[config.mk]
export PLATFORM = sky130hd
export DESIGN_NAME = xlat_wmiss_mon
export DESIGN_NICKNAME = d
export VERILOG_FILES = /design/src/rtl/wmc_pkg.sv /design/src/rtl/wmc_sat_cnt.sv /design/src/rtl/wmc_epoch.sv /design/src/rtl/xlat_wmiss_mon.sv
export SDC_FILE = /design/constraint.sdc
export NUM_CORES = 1
export LEC_CHECK = 0
export CAP_MARGIN = 20
export CORE_MARGIN = 5
export CORE_UTILIZATION = 50
export DETAILED_ROUTE_END_ITERATION = 7
export PLACE_DENSITY = 0.78
export SYNTH_ARGS = -nofsm -noshare
export SYNTH_HDL_FRONTEND = slang
export SYNTH_SLANG_ARGS = --single-unit
[constraint.sdc]
create_clock -name clk -period 8.6 [get_ports clk]
set_input_delay 1.72 -clock clk [delete_from_list [all_inputs] [get_ports clk]]
set_output_delay 1.72 -clock clk [all_outputs]
set_load 0.005 [all_outputs]
[src/rtl/wmc_pkg.sv]
package wmc_pkg;

    localparam int DEF_WEIGHT      = 5;
    localparam int MAX_CLASSES     = 4;
    localparam int MISS_CLASSES    = 2;
    localparam int WATCHED_CLASSES = MISS_CLASSES + 1;

    // index of each miss class in the counter array
    typedef enum logic [0:0] {
        CLS_L2_HIT  = 1'b0,
        CLS_L2_MISS = 1'b1
    } miss_cls_e;

    typedef struct packed {
        logic l2_hit;
        logic l2_miss;
    } miss_ev_t;

endpackage

[src/rtl/wmc_sat_cnt.sv]
module wmc_sat_cnt #(
    parameter int W = 24
) (
    input  logic         clk,
    input  logic         rst,
    input  logic         en,
    input  logic         clr,
    input  logic         inc,
    output logic [W-1:0] cnt,
    output logic [W-1:0] incl,
    output logic         sat_ev
);
    localparam logic [W-1:0] TOP = {W{1'b1}};

    logic [W-1:0] cnt_q;

    // value including this cycle's event, pinned at TOP
    always_comb begin
        if (inc && cnt_q != TOP) incl = cnt_q + W'(1);
        else                     incl = cnt_q;
    end

    assign sat_ev = en && inc && (cnt_q == TOP);

    always_ff @(posedge clk) begin
        if (rst)      cnt_q <= '0;
        else if (clr) cnt_q <= '0;
        else if (en)  cnt_q <= incl;
    end

    assign cnt = cnt_q;

    assert_hold_idle_R3: assert property (@(posedge clk) disable iff (rst)
        (!en && !clr) |=> $stable(cnt_q));

    assert_no_wrap_R8: assert property (@(posedge clk) disable iff (rst)
        !clr |=> (cnt_q >= $past(cnt_q)));

endmodule

[src/rtl/wmc_epoch.sv]
module wmc_epoch #(
    parameter int EPOCH_LEN = 1_000_000,
    parameter int RET_W     = 2
) (
    input  logic             clk,
    input  logic             rst,
    input  logic             en,
    input  logic [RET_W-1:0] retired,
    output logic             boundary
);
    localparam int ACC_W = $clog2(EPOCH_LEN + (1 << RET_W));
    localparam logic [ACC_W-1:0] LIMIT = ACC_W'(EPOCH_LEN);

    logic [ACC_W-1:0] acc_q;
    logic [ACC_W-1:0] sum;

    assign sum      = acc_q + ACC_W'(retired);
    assign boundary = en && (sum >= LIMIT);

    always_ff @(posedge clk) begin
        if (rst)           acc_q <= '0;
        else if (boundary) acc_q <= sum - LIMIT;
        else if (en)       acc_q <= sum;
    end

    assert_acc_range_R6: assert property (@(posedge clk) disable iff (rst)
        acc_q < LIMIT);

endmodule

[src/rtl/xlat_wmiss_mon.sv]
module xlat_wmiss_mon
    import wmc_pkg::*;
#(
    parameter int EPOCH_LEN = 1_000_000,
    parameter int CNT_W     = 24,
    parameter int W_W       = 8,
    parameter int RET_W     = 2,
    parameter int RES_W     = 32
) (
    input  logic             clk,
    input  logic             rst,
    input  logic             run_en,
    input  logic             l2_hit_ev,
    input  logic             l2_miss_ev,
    input  logic [RET_W-1:0] retired,
    input  logic             wt_wr,
    input  logic [W_W-1:0]   wt_data,
    output logic [RES_W-1:0] wmi_result,
    output logic             epoch_done,
    output logic             sat_flag
);
    localparam int SUM_W = CNT_W + W_W + 1;

    miss_ev_t           ev;
    logic [CNT_W-1:0]   cnt  [MISS_CLASSES];
    logic [CNT_W-1:0]   incl [MISS_CLASSES];
    logic [MISS_CLASSES-1:0] sat_ev;
    logic [MISS_CLASSES-1:0] inc_vec;
    logic               boundary;
    logic [W_W-1:0]     weight_q;
    logic [SUM_W-1:0]   weighted;
    logic [RES_W-1:0]   result_q;
    logic               done_q;
    logic               sat_q;

    assign ev.l2_hit  = l2_hit_ev;
    assign ev.l2_miss = l2_miss_ev;
    assign inc_vec[CLS_L2_HIT]  = ev.l2_hit;
    assign inc_vec[CLS_L2_MISS] = ev.l2_miss;

    wmc_epoch #(.EPOCH_LEN(EPOCH_LEN), .RET_W(RET_W)) u_epoch (
        .clk      (clk),
        .rst      (rst),
        .en       (run_en),
        .retired  (retired),
        .boundary (boundary)
    );

    for (genvar c = 0; c < MISS_CLASSES; c++) begin : g_cnt
        wmc_sat_cnt #(.W(CNT_W)) u_cnt (
            .clk    (clk),
            .rst    (rst),
            .en     (run_en),
            .clr    (boundary),
            .inc    (inc_vec[c]),
            .cnt    (cnt[c]),
            .incl   (incl[c]),
            .sat_ev (sat_ev[c])
        );
    end

    assign weighted = SUM_W'(incl[CLS_L2_HIT])
                    + SUM_W'(incl[CLS_L2_MISS]) * SUM_W'(weight_q);

    always_ff @(posedge clk) begin
        if (rst) begin
            weight_q <= W_W'(DEF_WEIGHT);
            result_q <= '0;
            done_q   <= 1'b0;
            sat_q    <= 1'b0;
        end else begin
            if (wt_wr && !run_en) weight_q <= wt_data;
            done_q <= boundary;
            if (boundary) result_q <= RES_W'(weighted);
            if (|sat_ev)  sat_q <= 1'b1;
        end
    end

    assign wmi_result = result_q;
    assign epoch_done = done_q;
    assign sat_flag   = sat_q;

    assert_done_pulse_R4: assert property (@(posedge clk) disable iff (rst)
        epoch_done |=> !epoch_done);

    assert_weight_frozen_R2: assert property (@(posedge clk) disable iff (rst)
        run_en |=> $stable(weight_q));

    assert_counters_clear_R7: assert property (@(posedge clk) disable iff (rst)
        boundary |=> (cnt[CLS_L2_HIT] == '0 && cnt[CLS_L2_MISS] == '0));

    assert_sat_sticky_R8: assert property (@(posedge clk) disable iff (rst)
        sat_flag |=> sat_flag);

    assert_result_hold_R9: assert property (@(posedge clk) disable iff (rst)
        !epoch_done |-> $stable(wmi_result));

endmodule

==> results of run 1 <==
logic make-up after synthesis:
family                     synth area share
xor gates and xnor gates             0.0896
muxes                               0.00491
and+or+nand+nor                       0.247
DFF                                   0.173
AOI/OAI and AO/OA                    0.0937
adders and majority gates             0.303
buffers and inverters                0.0891
sequential cells by signal (all words and copies together), names as in the netlist:
signal and count:
epoch_done 1, g_cnt.u_cnt.cnt 48, sat_flag 1, u_epoch.acc_q 20
weight_q 8, wmi_result 32
area by class of cell:
| class | count | area share |
|---|---|---|
| tap | 330 | 0.0301 |
| clock buffer | 10 | 0.0167 |
| clock inverter | 5 | 0.00319 |
| inverter | 202 | 0.0552 |
| sequential | 110 | 0.160 |
| multi-input combinational | 1144 | 0.685 |
| timing repair buffer | 75 | 0.0492 |
final timing paths:
kind	start	slack [ns]	to
max	l2_miss_ev	0.58	wmi_result[29]$_SDFFE_PP0P_
min reg2reg	wmi_result[17]$_SDFFE_PP0P_	0.45	wmi_result[17]$_SDFFE_PP0P_
min	wmi_result[17]$_SDFFE_PP0P_	0.45	wmi_result[17]$_SDFFE_PP0P_
max reg2reg	g_cnt[1].u_cnt.cnt[3]$_SDFFE_PP0P_	1.09	wmi_result[29]$_SDFFE_PP0P_
critical path: cells and delay by family:
family | cells | cell delay, ns
compound gates | 8 | 1.83
simple gates | 5 | 1.19
buf+inv | 4 | 0.68
xor+xnor | 1 | 0.60
fa+ha+maj | 5 | 2.26
cells in the mapped netlist (3+ instances only):
cell / n
or2_2: 5
clkbuf_1: 34
xnor2_2: 4
buf_2: 16
mux2i_1: 4
nand2_1: 191
o21a_1: 6
a21o_1: 15
nor3_1: 23
a31oi_1: 10
and3_1: 11
xor2_1: 64
o21ai_0: 26
and3_2: 4
xnor2_1: 54
nand3_1: 38
buf_4: 5
a211oi_1: 24
or4_1: 5
buf_1: 5
inv_1: 201
nand4_1: 23
nand2b_1: 30
o21bai_1: 4
and2_1: 57
clkbuf_8: 7
o31ai_1: 7
a21oi_1: 65
fa_1: 157
a32oi_1: 3
dfxtp_1: 110
nor2b_1: 80
and4_1: 6
nor2_1: 114
ha_1: 58
or3_1: 9
nor4_1: 4
per-stage QoR:
| step | power, µW | std cells | area (µm²) | util |
|---|---|---|---|---|
| after floorplan | 644 | 1526 | 12800 | - |
| after global placement | 682 | 1861 | 13500 | 0.535 |
| after detailed placement | 687 | 1861 | 13500 | 0.535 |
| after CTS | 1100 | 1876 | 13700 | 0.545 |
| after global routing | 1140 | 1876 | 13700 | 0.546 |
| final | 1090 | 1876 | 13700 | 0.546 |
placed cells by master (no fill, tap or decap), types with 10 or more instances in the layout:
master and count:
nand4_1 23, a31oi_1 10, nor2b_1 80, fa_1 157, xnor2_1 54, clkdlybuf4s50_1 47, nand2_1 191, xor2_1 64
nor2_1 114, a21oi_1 65, nand2b_1 30, ha_1 58, inv_1 201, nand3_1 38, o21ai_0 26, buf_4 26
nor3_1 23, a21o_1 15, and2_1 57, and3_1 11, a211oi_1 24, dfxtp_1 110
power by group:
group	leakage (µW)	switching [µW]	total (µW)	internal, µW
sequential	0.000889	20.3	535	515
clock	0.000127	217	417	200
combinational	0.00510	83.6	141	57.4
total	0.00612	321	1090	773
metal layers:
metal / vias up / track usage
met5: - / 0
li1: 4889 / -
met3: 77 / 0.0289
met2: 278 / 0.366
met1: 5037 / 0.263
met4: 0 / 0.0805
repair_timing:
action	in CTS	in global routing
hold buffers	0	0
endpoints found under the setup margin	0	1
endpoints found under the hold margin	0	0
gates resized for setup	0	1
==> results, run 1 <==
- The most used flip-flop cell after synthesis is dfxtp_1.
- The highest attainable clock frequency is 125 MHz.
- The data arrival time of the critical path is 8.29 ns.
- Setup violations remaining at the end of the flow were counted as 0.
- The total of warnings raised by yosys is 0.
- The post-detailed-placement half-perimeter wirelength is 22.1 mm.
- Entering global routing, the biggest net connects 68 pins.
- In this run, synthesis produced a sequential element count of 110.
- The area taken by flip-flops and latches is 2200 µm².
- The type of origin of the critical path is a primary input.
- The synthesized netlist contains 75 unique library cells.
- The post-synthesis cell type with the largest combined area is fa_1.
- The tree is rooted in a clkbuf_16.
- The repair_antennas step left the layout with diodes totalling 0.
- The area growth from synthesis to layout is 7.75%.
- The signal on the critical path passes through clkdlybuf4s50_1 -> and2_1 -> nor2b_1 -> nand2_1 -> xor2_1 -> nand2b_1 -> fa_1 -> inv_1 -> fa_1 -> fa_1 -> inv_1 -> fa_1 -> inv_1 -> ha_1 -> o21a_1 -> o31a_1 -> o31ai_1 -> o31ai_2 -> a21oi_1 -> o31ai_1 -> a31oi_1 -> or4_1 -> o311ai_1.
- Setup repair after global routing left no endpoint under its margin.
- Input and output buffers added on the ports amount to 49.
- The cell area that synthesis handed to floorplanning was 12,800 µm².
- The number of violations reported at the end of detailed-routing iteration 0 is 637.
- The overall routing resource usage is 0.210.
- The first detailed-routing pass ran for 7 iterations.
- The detail-routed via count per cell is 5.48.
- The total number of H-tree levels is 3.
- The number of top-level design ports is 50.
- The sum of routed wire segments on met1 is 12.4 mm.
- After routing, the total negative slack on setup checks comes to 0 ns.
- The core area is 25,200 µm².
- The most prevalent standard cell on the critical path is fa_1.
- The count of fill cells added during filler insertion is 2,279.
- The synthesized design contains 0 enable-type register cells.
- Of all flip-flops after synthesis, the portion carrying an async set or reset was 0.
- The critical-path maximum fanout is 8.
- The multi-input combinational cell area is 9420 µm².
- STA puts the critical path data required time at 8.87 ns.
- The minimum setup slack in the final design is 0.577 ns.
- The area fraction of the dominant cell type after synthesis is 0.246.
- The final number of max-transition violations is 0.
- The first global-routing pass estimated 50.1 mm of wire.
- Routability-driven placement finished with a final weighted congestion of 0.846.
- Counting cells, the worst reg-to-reg path comes to 25.
- The die extent in x is 170 µm.
- The worst hold margin is 0.452 ns.
- The critical path is of the primary input to register type.
- The class of the tightest hold or removal check is register to register.
- Wire segments on met3 add up to 1.22 mm in the final route.
- Dividing the final minimum period by the clock period gives 0.933.
- The worst voltage drop across the vdd grid is 0.0000984 V.
- The worst-case setup slack after placement is 0.0848 ns.
- The via count is 10,300.
- The routed wire length per instance is 15.4 µm.
- The endpoint type of the worst setup path is a register.
- The final layout contains 1,773 nets.
- The number of post-CTS setup repair buffers is 0.
- The count of endpoints failing hold in the final timing report is 0.
- Counting the buffers created by CTS gives 9.
- The longest clock path from root to sink contains 2 buffers.
- The run finished with clean final reports.
- The highest cell delay on the worst timing path is 0.60 ns.
- At the pin with the least slew margin, the transition time is 1.03 ns.
- The worst hold path stage count is 2.
- The number of cells produced by synthesis is 1,526.
- In this run the tightest slew margin relative to its limit is 0.313.
- Between clock sinks in the finished design, the worst skew comes to 0.0144 ns.
- After synthesis, the mean cell area works out to 8.36 µm².
- The cell area power density is 79.6 nW/µm².
- The residual DRC count is 0.
- Max-cap violations in this run came to 0.
- The remaining antenna violation count is 0.
- The die is 170 µm tall.
- In this run the static leakage power is 0.00612 µW.
- TritonCTS built the clock tree.
- Clock latency on the worst-skew pair, taken at its later pin, is 0.37 ns.
- Clock-pin slew was measured on the worst setup and hold paths at 0.07 ns.
- Of the synthesized area, sequential elements account for 0.173.
- By area the synthesized netlist is led by fa_1 25%, dfxtp_1 17%, inv_1 5.9%, ha_1 5.7%, nand2_1 5.6%.
- The wire length reported by the detailed router is 28.9 mm.
- The time the final worst path needs with I/O delays and setup is 8.02 ns.
- The effective utilization at floorplan is 0.506.
- The number of antenna violations at the first check in global routing came to 0.
- In the final layout, the share of cells above drive strength 1 is 0.0511.
- The total die area is 28,800 µm².
- After floorplanning, the core was divided into 58 placement rows.
- The total grt overflow is 0.
- The uppermost layer routed is met4.
- When the netlist entered floorplanning its net count stood at 1,757.
- In the detailed route, the total length drawn on met2 is 14.3 mm.
- The cell with the largest stage delay on the worst path is xor2_1.
- The via count of the first global-routing pass came to 10,700.
- The clock net in this run drives a total of 110 sinks.
(Power assumes the default switching activity.)
==> run 2: changes to the inputs <==
Settings changed: GPL_ROUTABILITY_DRIVEN set to 0, SETUP_SLACK_MARGIN set to 0.1.
==> results, run 2 (synthesis results as in run 1) <==
- The wire length of the first global-routing pass came to 50.7 mm (+1.3%).
- The run finished with clean final reports.
- The number of placement rows is 58 (unchanged).
- The count of fill cells added during filler insertion is 2,251 (-1.2%).
- The clock transition time at the flip-flop clock pins of the worst setup and hold paths was 0.08 ns (about the same).
- The number of violations reported at the end of detailed-routing iteration 0 came to 554 (-13%).
- The routed wire length per instance came to 15.6 µm (+1.5%).
- The total clock sinks is 110 (unchanged).
- In this run the most used layer during global routing was met2.
- The core area is 25,200 µm² (unchanged).
- The setup violation total in the final timing report was 0 (unchanged).
- The routing usage on met3 was 0.0298 (+0.000932).
- The library cell used most frequently in the layout, excluding fill and tap cells, is inv_1.
- The detail-routed via count per cell is 5.44 (-0.71%).
- The total number of H-tree levels is 3 (unchanged).
- The routing usage on met1 is 0.264 (+0.00132).
- The global routing usage on met2 is 0.383 (+0.0162).
- The reg-to-reg critical path startpoint is g_cnt[1].u_cnt.cnt[3]$_SDFFE_PP0P_.
- The die extent in x is 170 µm (unchanged).
- The post-detailed-placement half-perimeter wirelength is 22.3 mm (+0.74%).
- The endpoint of the worst register-to-register path is wmi_result[29]$_SDFFE_PP0P_.
- The final layout net count is 1,774 (+0.056%).
- The worst clock skew came to 0.0118 ns (-0.00259 ns).
- The via count of the first global-routing pass came to 10,800 (+0.95%).
- The most prevalent standard cell on the critical path is fa_1.
- The number of buffers created by CTS came to 9 (unchanged).
- Setup repair after global routing left no endpoint under its margin.
- The data arrival time of the critical path is 8.19 ns (-0.10 ns).
- Compared with the post-synthesis result, the final layout area differs by 8.17%.
- The largest net degree at the start of global routing came to 68 (unchanged).
- The critical path is of the primary input to register type.
- The data required time at the worst endpoint was 8.88 ns (about the same).
- The number of inserted diodes is 0 (unchanged).
- The effective utilization at floorplan is 0.506 (unchanged).
- The end-of-flow core utilization was 0.548 (+0.00214).
- The leakage power is 0.00615 µW (+0.48%).
- The final clock period utilization by the worst path came to 0.920 (-0.0128).
- The worst hold margin is 0.453 ns (+0.00115 ns).
- The number of maximum-capacitance constraint violations came to 0 (unchanged).
- The residual DRC count is 0 (unchanged).
- The worst voltage drop across the vdd grid is 0.000105 V (+7.1%).
- The fraction of final layout cells sized beyond drive strength 1 came to 0.0536 (+0.00252).
- The flip-flop count of the largest register after layout is 48 (unchanged).
- The worst hold path stage count is 2 (unchanged).
- The critical-path maximum fanout is 8 (unchanged).
- The worst path buffer plus inverter count was 4 (unchanged).
- In this run the most critical hold path is launched from wmi_result[26]$_SDFFE_PP0P_.
- The cell area power density is 81.7 nW/µm² (+2.6%).
- The total die area is 28,800 µm² (unchanged).
- The clock network latency to the later pin of the worst-skew pair is 0.37 ns (about the same).
- The wire length reported by the detailed router is 29.4 mm (+1.6%).
- The remaining antenna violation count is 0 (unchanged).
- The highest attainable clock frequency is 126 MHz (+1.4%).
- The final number of max-transition violations is 0 (unchanged).
- The type of origin of the critical path is a primary input.
- Leaving out fill and tap cells, the most frequent cells in the layout are 201 x inv_1, 191 x nand2_1, 157 x fa_1.
- The max-slew headroom at the worst pin is 0.277 (-0.0357).
- The register-to-register setup slack is 1.22 ns (+0.13 ns).
- The buffer levels on the longest clock path is 2 (unchanged).
- The number of buffers added on ports is 49 (unchanged).
- The overall routing resource usage is 0.213 (+0.00346).
- The number of top-level design ports is 50 (unchanged).
- The slew of the pin with the lowest slew margin is 1.08 ns (+0.0535 ns).
- The cell with the largest stage delay on the worst path is xor2_1.
- The first-pass detailed-route iteration total was 5 (-2).
- The number of post-CTS setup repair buffers is 0 (unchanged).
- The master cell of the clock root buffer is clkbuf_16.
- The signal on the critical path passes through clkdlybuf4s50_1 -> and2_1 -> nor2b_1 -> nand2_1 -> xor2_1 -> nand2b_1 -> fa_1 -> inv_1 -> fa_1 -> fa_1 -> inv_1 -> fa_1 -> inv_1 -> ha_1 -> o21a_1 -> o31a_1 -> o31ai_1 -> o31ai_2 -> a21oi_1 -> o31ai_1 -> a31oi_1 -> or4_1 -> o311ai_1.
- The vertical die dimension is 170 µm (unchanged).
- TritonCTS built the clock tree.
- For hold timing, the worst endpoint is wmi_result[26]$_SDFFE_PP0P_.
- The highest cell delay on the worst timing path is 0.52 ns (-0.08 ns).
- The endpoint type of the worst setup path is a register.
- The time the final worst path needs with I/O delays and setup is 7.91 ns (-0.110 ns).
- The number of antenna violations at the first check in global routing is 0 (unchanged).
- The count of endpoints failing hold in the final timing report is 0 (unchanged).
- The cell depth of the worst flop-to-flop path is 25 (unchanged).
- The via count was 10,200 (-0.60%).
- On the critical path the largest part of the delay comes from adder cells.
- The final total negative setup slack came to 0 ns (unchanged).
- The total grt overflow came to 0 (unchanged).
- The tightest min-delay check is of the register to register type.
## run 2: changes by cell type in the layout (fill, tap and decap cells not counted), sizes merged
cell      change
buf           +1
clkbuf        -1
clkinv        +4
clkinvlp      -2
## run 2: worst max-delay path by stage
stage               cells past startpoint  slack (ns)                          end       start
floorplan                              24        1.36  wmi_result[29]$_SDFFE_PP0P_  l2_miss_ev
global placement                       23        0.25  wmi_result[29]$_SDFFE_PP0P_  l2_miss_ev
detailed placement                     23        0.11  wmi_result[29]$_SDFFE_PP0P_  l2_miss_ev
CTS                                    23        0.50  wmi_result[29]$_SDFFE_PP0P_  l2_miss_ev
global route                           23        0.33  wmi_result[29]$_SDFFE_PP0P_  l2_miss_ev
finish                                 23        0.69  wmi_result[29]$_SDFFE_PP0P_  l2_miss_ev
## run 2: final cells by class
class | count | area [µm²] | share of cell area
clock buffers | 9 | 225 | 0.0163
clock inverters | 7 | 86.3 | 0.00626
inverters | 202 | 758 | 0.0550
multi-input cells | 1144 | 9430 | 0.683
flip-flops and latches | 110 | 2200 | 0.160
well taps | 330 | 413 | 0.0299
repair buffers | 76 | 683 | 0.0495
## run 2: metal layers
layer / wire length [µm] / vias up
met5: 0 / -
met4: 739 / 0
met3: 1410 / 56
met2: 14800 / 244
met1: 12400 / 5021
li1: - / 4898
## run 2: worst reg2reg max path: cells and delay by family (launching register included)
kind	cells	cell delay (ns)
simple gates	8	1.99
buf+inv	3	0.19
fa+ha+maj	5	2.28
flops	1	0.50
xor+xnor	1	0.52
compound gates	8	1.83
## run 2: repair_timing
item | CTS | global route
endpoints found under the setup margin | 0 | 1
hold buffers | 0 | 0
resized for setup | 0 | 2
hold endpoints to repair | 0 | 0
## run 2: report_power, final
group	total [µW]	switching (µW)	internal, µW
Clock	449	239	210
Sequential	536	21.1	515
Combinational	141	83.6	57.7
Total	1130	344	782
## run 2: through the flow
stage               instance area, µm²  total power [µW]  worst slack [ns]  cells
detailed placement               13500               688             0.113   1862
floorplan                        12800               644              1.36   1526
CTS                              13800              1140             0.503   1878
global placement                 13500               682             0.253   1862
finish                           13800              1130             0.687   1878
global route                     13800              1180             0.325   1878
==> run 3: changes to the inputs <==
Clock period 8.6 ns to 9.9 ns, I/O delays scaled along.
==> results, run 3 (synthesis results as in run 1) <==
- The total grt overflow came to 0 (unchanged).
- The post-detailed-placement half-perimeter wirelength came to 22.5 mm (+0.87%).
- The share of total power in the clock network is 0.403 (+0.004).
- The data required time at the worst endpoint is 10.18 ns (+1.30 ns).
- The switching power as a share of total power is 0.303 (-0.00198).
- The via count was 10,200 (-0.39%).
- The number of buffers added to fix hold violations after cts is 0 (unchanged).
- The worst register-to-register path ends at wmi_result[29]$_SDFFE_PP0P_.
- The wire length on met3 is 1.20 mm (-15%).
- The power spent charging and discharging nets came to 298 µW (-13%).
- STA classifies the critical path startpoint as a primary input.
- The end-of-flow core utilization is 0.542 (-0.00616).
- The worst hold path stage count came to 2 (unchanged).
- The routed wire length per instance is 16.0 µm (+2.6%).
- The routed length on met2 came to 15.1 mm (+1.8%).
- The cell area power density is 72.0 nW/µm² (-12%).
- The overall routing resource usage was 0.215 (+0.00233).
- The family with the most delay on the worst path is adder cells.
- The via count of the first global-routing pass is 10,500 (-2.4%).
- Compared with the post-synthesis result, the final layout area differs by 6.96%.
- The wire length reported by the detailed router is 29.8 mm (+1.6%).
- Traced cell by cell, the critical path runs through clkdlybuf4s50_1 -> and2_1 -> nor2b_1 -> nand2_1 -> xnor2_1 -> nand2_1 -> fa_1 -> fa_1 -> inv_1 -> fa_1 -> inv_1 -> fa_1 -> inv_1 -> ha_1 -> o21a_1 -> o31a_1 -> o31ai_1 -> o31ai_1 -> a21oi_1 -> o31ai_1 -> a31oi_1 -> or4_1 -> o311ai_1.
- The wire length of the first global-routing pass is 51.1 mm (+0.62%).
- The number of violations reported at the end of detailed-routing iteration 0 is 724 (+31%).
- In this design, the critical path's most frequently occurring cell is fa_1.
- The number of maximum-capacitance constraint violations came to 0 (unchanged).
- The number of inserted diodes was 0 (unchanged).
- The leakage power is 0.00605 µW (-1.5%).
- The register-to-register setup slack is 2.16 ns (+0.94 ns).
- The total die area came to 28,800 µm² (unchanged).
- The final number of max-transition violations is 0 (unchanged).
- The die extent in x came to 170 µm (unchanged).
- The sum of routed wire segments on met1 is 12.8 mm (+3.3%).
- The clock transition time at the flip-flop clock pins of the worst setup and hold paths is 0.08 ns (about the same).
- The run finished with clean final reports.
- The number of post-CTS setup repair buffers came to 0 (unchanged).
- The share of power burned in registers is 0.474 (-0.002).
- The flip-flop count of the largest register after layout came to 48 (unchanged).
- The residual DRC count came to 0 (unchanged).
- Counting I/O delays and the setup requirement, the final critical path takes 8.61 ns.
- Routed signal wires occupy layers up through met4.
- The effective utilization at floorplan is 0.506 (unchanged).
- The TritonCTS clock tree is yes.
- In the layout the commonest cells are 201 x inv_1, 191 x nand2_1, 157 x fa_1.
- The largest net degree at the start of global routing is 68 (unchanged).
- Setup repair after global routing left no endpoint under its margin.
- The detail-routed via count per cell was 5.48 (+0.63%).
- Static timing analysis puts the maximum clock frequency at 116 MHz.
- The count of endpoints failing hold in the final timing report is 0 (unchanged).
- Dividing the final minimum period by the clock period gives 0.870.
- The buffer levels on the longest clock path came to 2 (unchanged).
- The reg-to-reg critical path startpoint is g_cnt[1].u_cnt.cnt[3]$_SDFFE_PP0P_.
- The end point of the critical path is wmi_result[29]$_SDFFE_PP0P_.
- The worst voltage drop across the vdd grid came to 0.0000779 V (-26%).
- The worst clock skew is 0.0138 ns (+0.00199 ns).
- The combinational power share is 0.123 (-0.002).
- The class of the tightest hold or removal check is register to register.
- The worst setup path is captured at a register.
- The number of top-level design ports was 50 (unchanged).
- The data arrival time of the critical path is 8.89 ns (+0.70 ns).
- The number of buffers created by CTS is 9 (unchanged).
- The vertical die dimension came to 170 µm (unchanged).
- The final layout net count is 1,755 (-1.1%).
- The number of placement rows is 58 (unchanged).
- Leaving out fill and tap cells, the most frequent cell in the layout is inv_1.
- The first-pass detailed-route iteration total is 6 (+1).
- The max-slew headroom at the worst pin came to 0.229 (-0.0484).
- The cell depth of the worst flop-to-flop path was 22 (-12%).
- The highest cell delay on the worst timing path came to 0.63 ns (+0.11 ns).
- The internal power contribution is 683 µW (-13%).
- The number of gates on the worst path with buffers counted is 23 (unchanged).
- The fraction of final layout cells sized beyond drive strength 1 is 0.0405 (-0.0131).
- On the critical path, the stage with the largest delay is an instance of o31ai_1.
- The final total negative setup slack was 0 ns (unchanged).
- The slew of the pin with the lowest slew margin is 1.16 ns (+0.0726 ns).
- The clock network latency to the later pin of the worst-skew pair is 0.37 ns (about the same).
- The worst path buffer plus inverter count is 4 (unchanged).
- The total clock sinks is 110 (unchanged).
- The critical-path maximum fanout was 9 (+1).
- The setup violation total in the final timing report came to 0 (unchanged).
- The master cell of the clock root buffer is clkbuf_16.
- The total number of H-tree levels is 3 (unchanged).
- The remaining antenna violation count came to 0 (unchanged).
- The post-cts gate resize count is 0 (unchanged).
- The launching element of the worst setup path is l2_miss_ev.
- The core area is 25,200 µm² (unchanged).
- The number of antenna violations at the first check in global routing is 0 (unchanged).
- The number of buffers added on ports is 49 (unchanged).
- The worst setup path category is primary input to register.
-- run 3: how the worst min path moves through the flow --
stage	start	slack, ns	end
after floorplan	wmi_result[11]$_SDFFE_PP0P_	0.45	wmi_result[11]$_SDFFE_PP0P_
after global placement	wmi_result[8]$_SDFFE_PP0P_	0.44	wmi_result[8]$_SDFFE_PP0P_
after detailed placement	wmi_result[11]$_SDFFE_PP0P_	0.44	wmi_result[11]$_SDFFE_PP0P_
after CTS	wmi_result[11]$_SDFFE_PP0P_	0.45	wmi_result[11]$_SDFFE_PP0P_
after global routing	wmi_result[12]$_SDFFE_PP0P_	0.47	wmi_result[12]$_SDFFE_PP0P_
final	wmi_result[17]$_SDFFE_PP0P_	0.45	wmi_result[17]$_SDFFE_PP0P_
-- run 3: layout make-up --
type	count	area, µm²
Inverter	202	758
Multi-Input combinational cell	1144	9410
Clock buffer	10	239
Timing Repair Buffer	57	541
Sequential cell	110	2200
Clock inverter	6	72.6
Fill cell	2212	11500
Tap cell	330	413
-- run 3: power groups by stage --
stage                     logic, µW  clock network [µW]  registers, µW
after floorplan                96.7                   0            463
after global placement          117                   0            474
after detailed placement        121                   0            475
after CTS                       122                 404            464
after global routing            138                 417            466
final                           121                 396            465
-- run 3: layer usage --
metal	vias up	GRT usage
met1	5041	0.274
li1	4847	-
met2	236	0.378
met5	-	0
met4	0	0.0809
met3	55	0.0231
-- run 3: tightest hold or removal path, cell delays in order, from the launching register on --
cell and delay (ns):
dfxtp_1 0.31, nand2_1 0.05, a21oi_1 0.05
-- run 3: through the flow --
stage / instances / worst slack (ns) / hold slack, ns / instance area, µm² / total power, µW
3_3_place_gp: 1843 / 1.14 / 0.438 / 13300 / 591
6_report: 1859 / 1.29 / 0.452 / 13600 / 981
4_1_cts: 1859 / 1.41 / 0.454 / 13600 / 990
3_5_place_dp: 1843 / 1.01 / 0.445 / 13300 / 595
2_1_floorplan: 1526 / 2.40 / 0.448 / 12800 / 560
5_1_grt: 1859 / 0.991 / 0.468 / 13600 / 1020
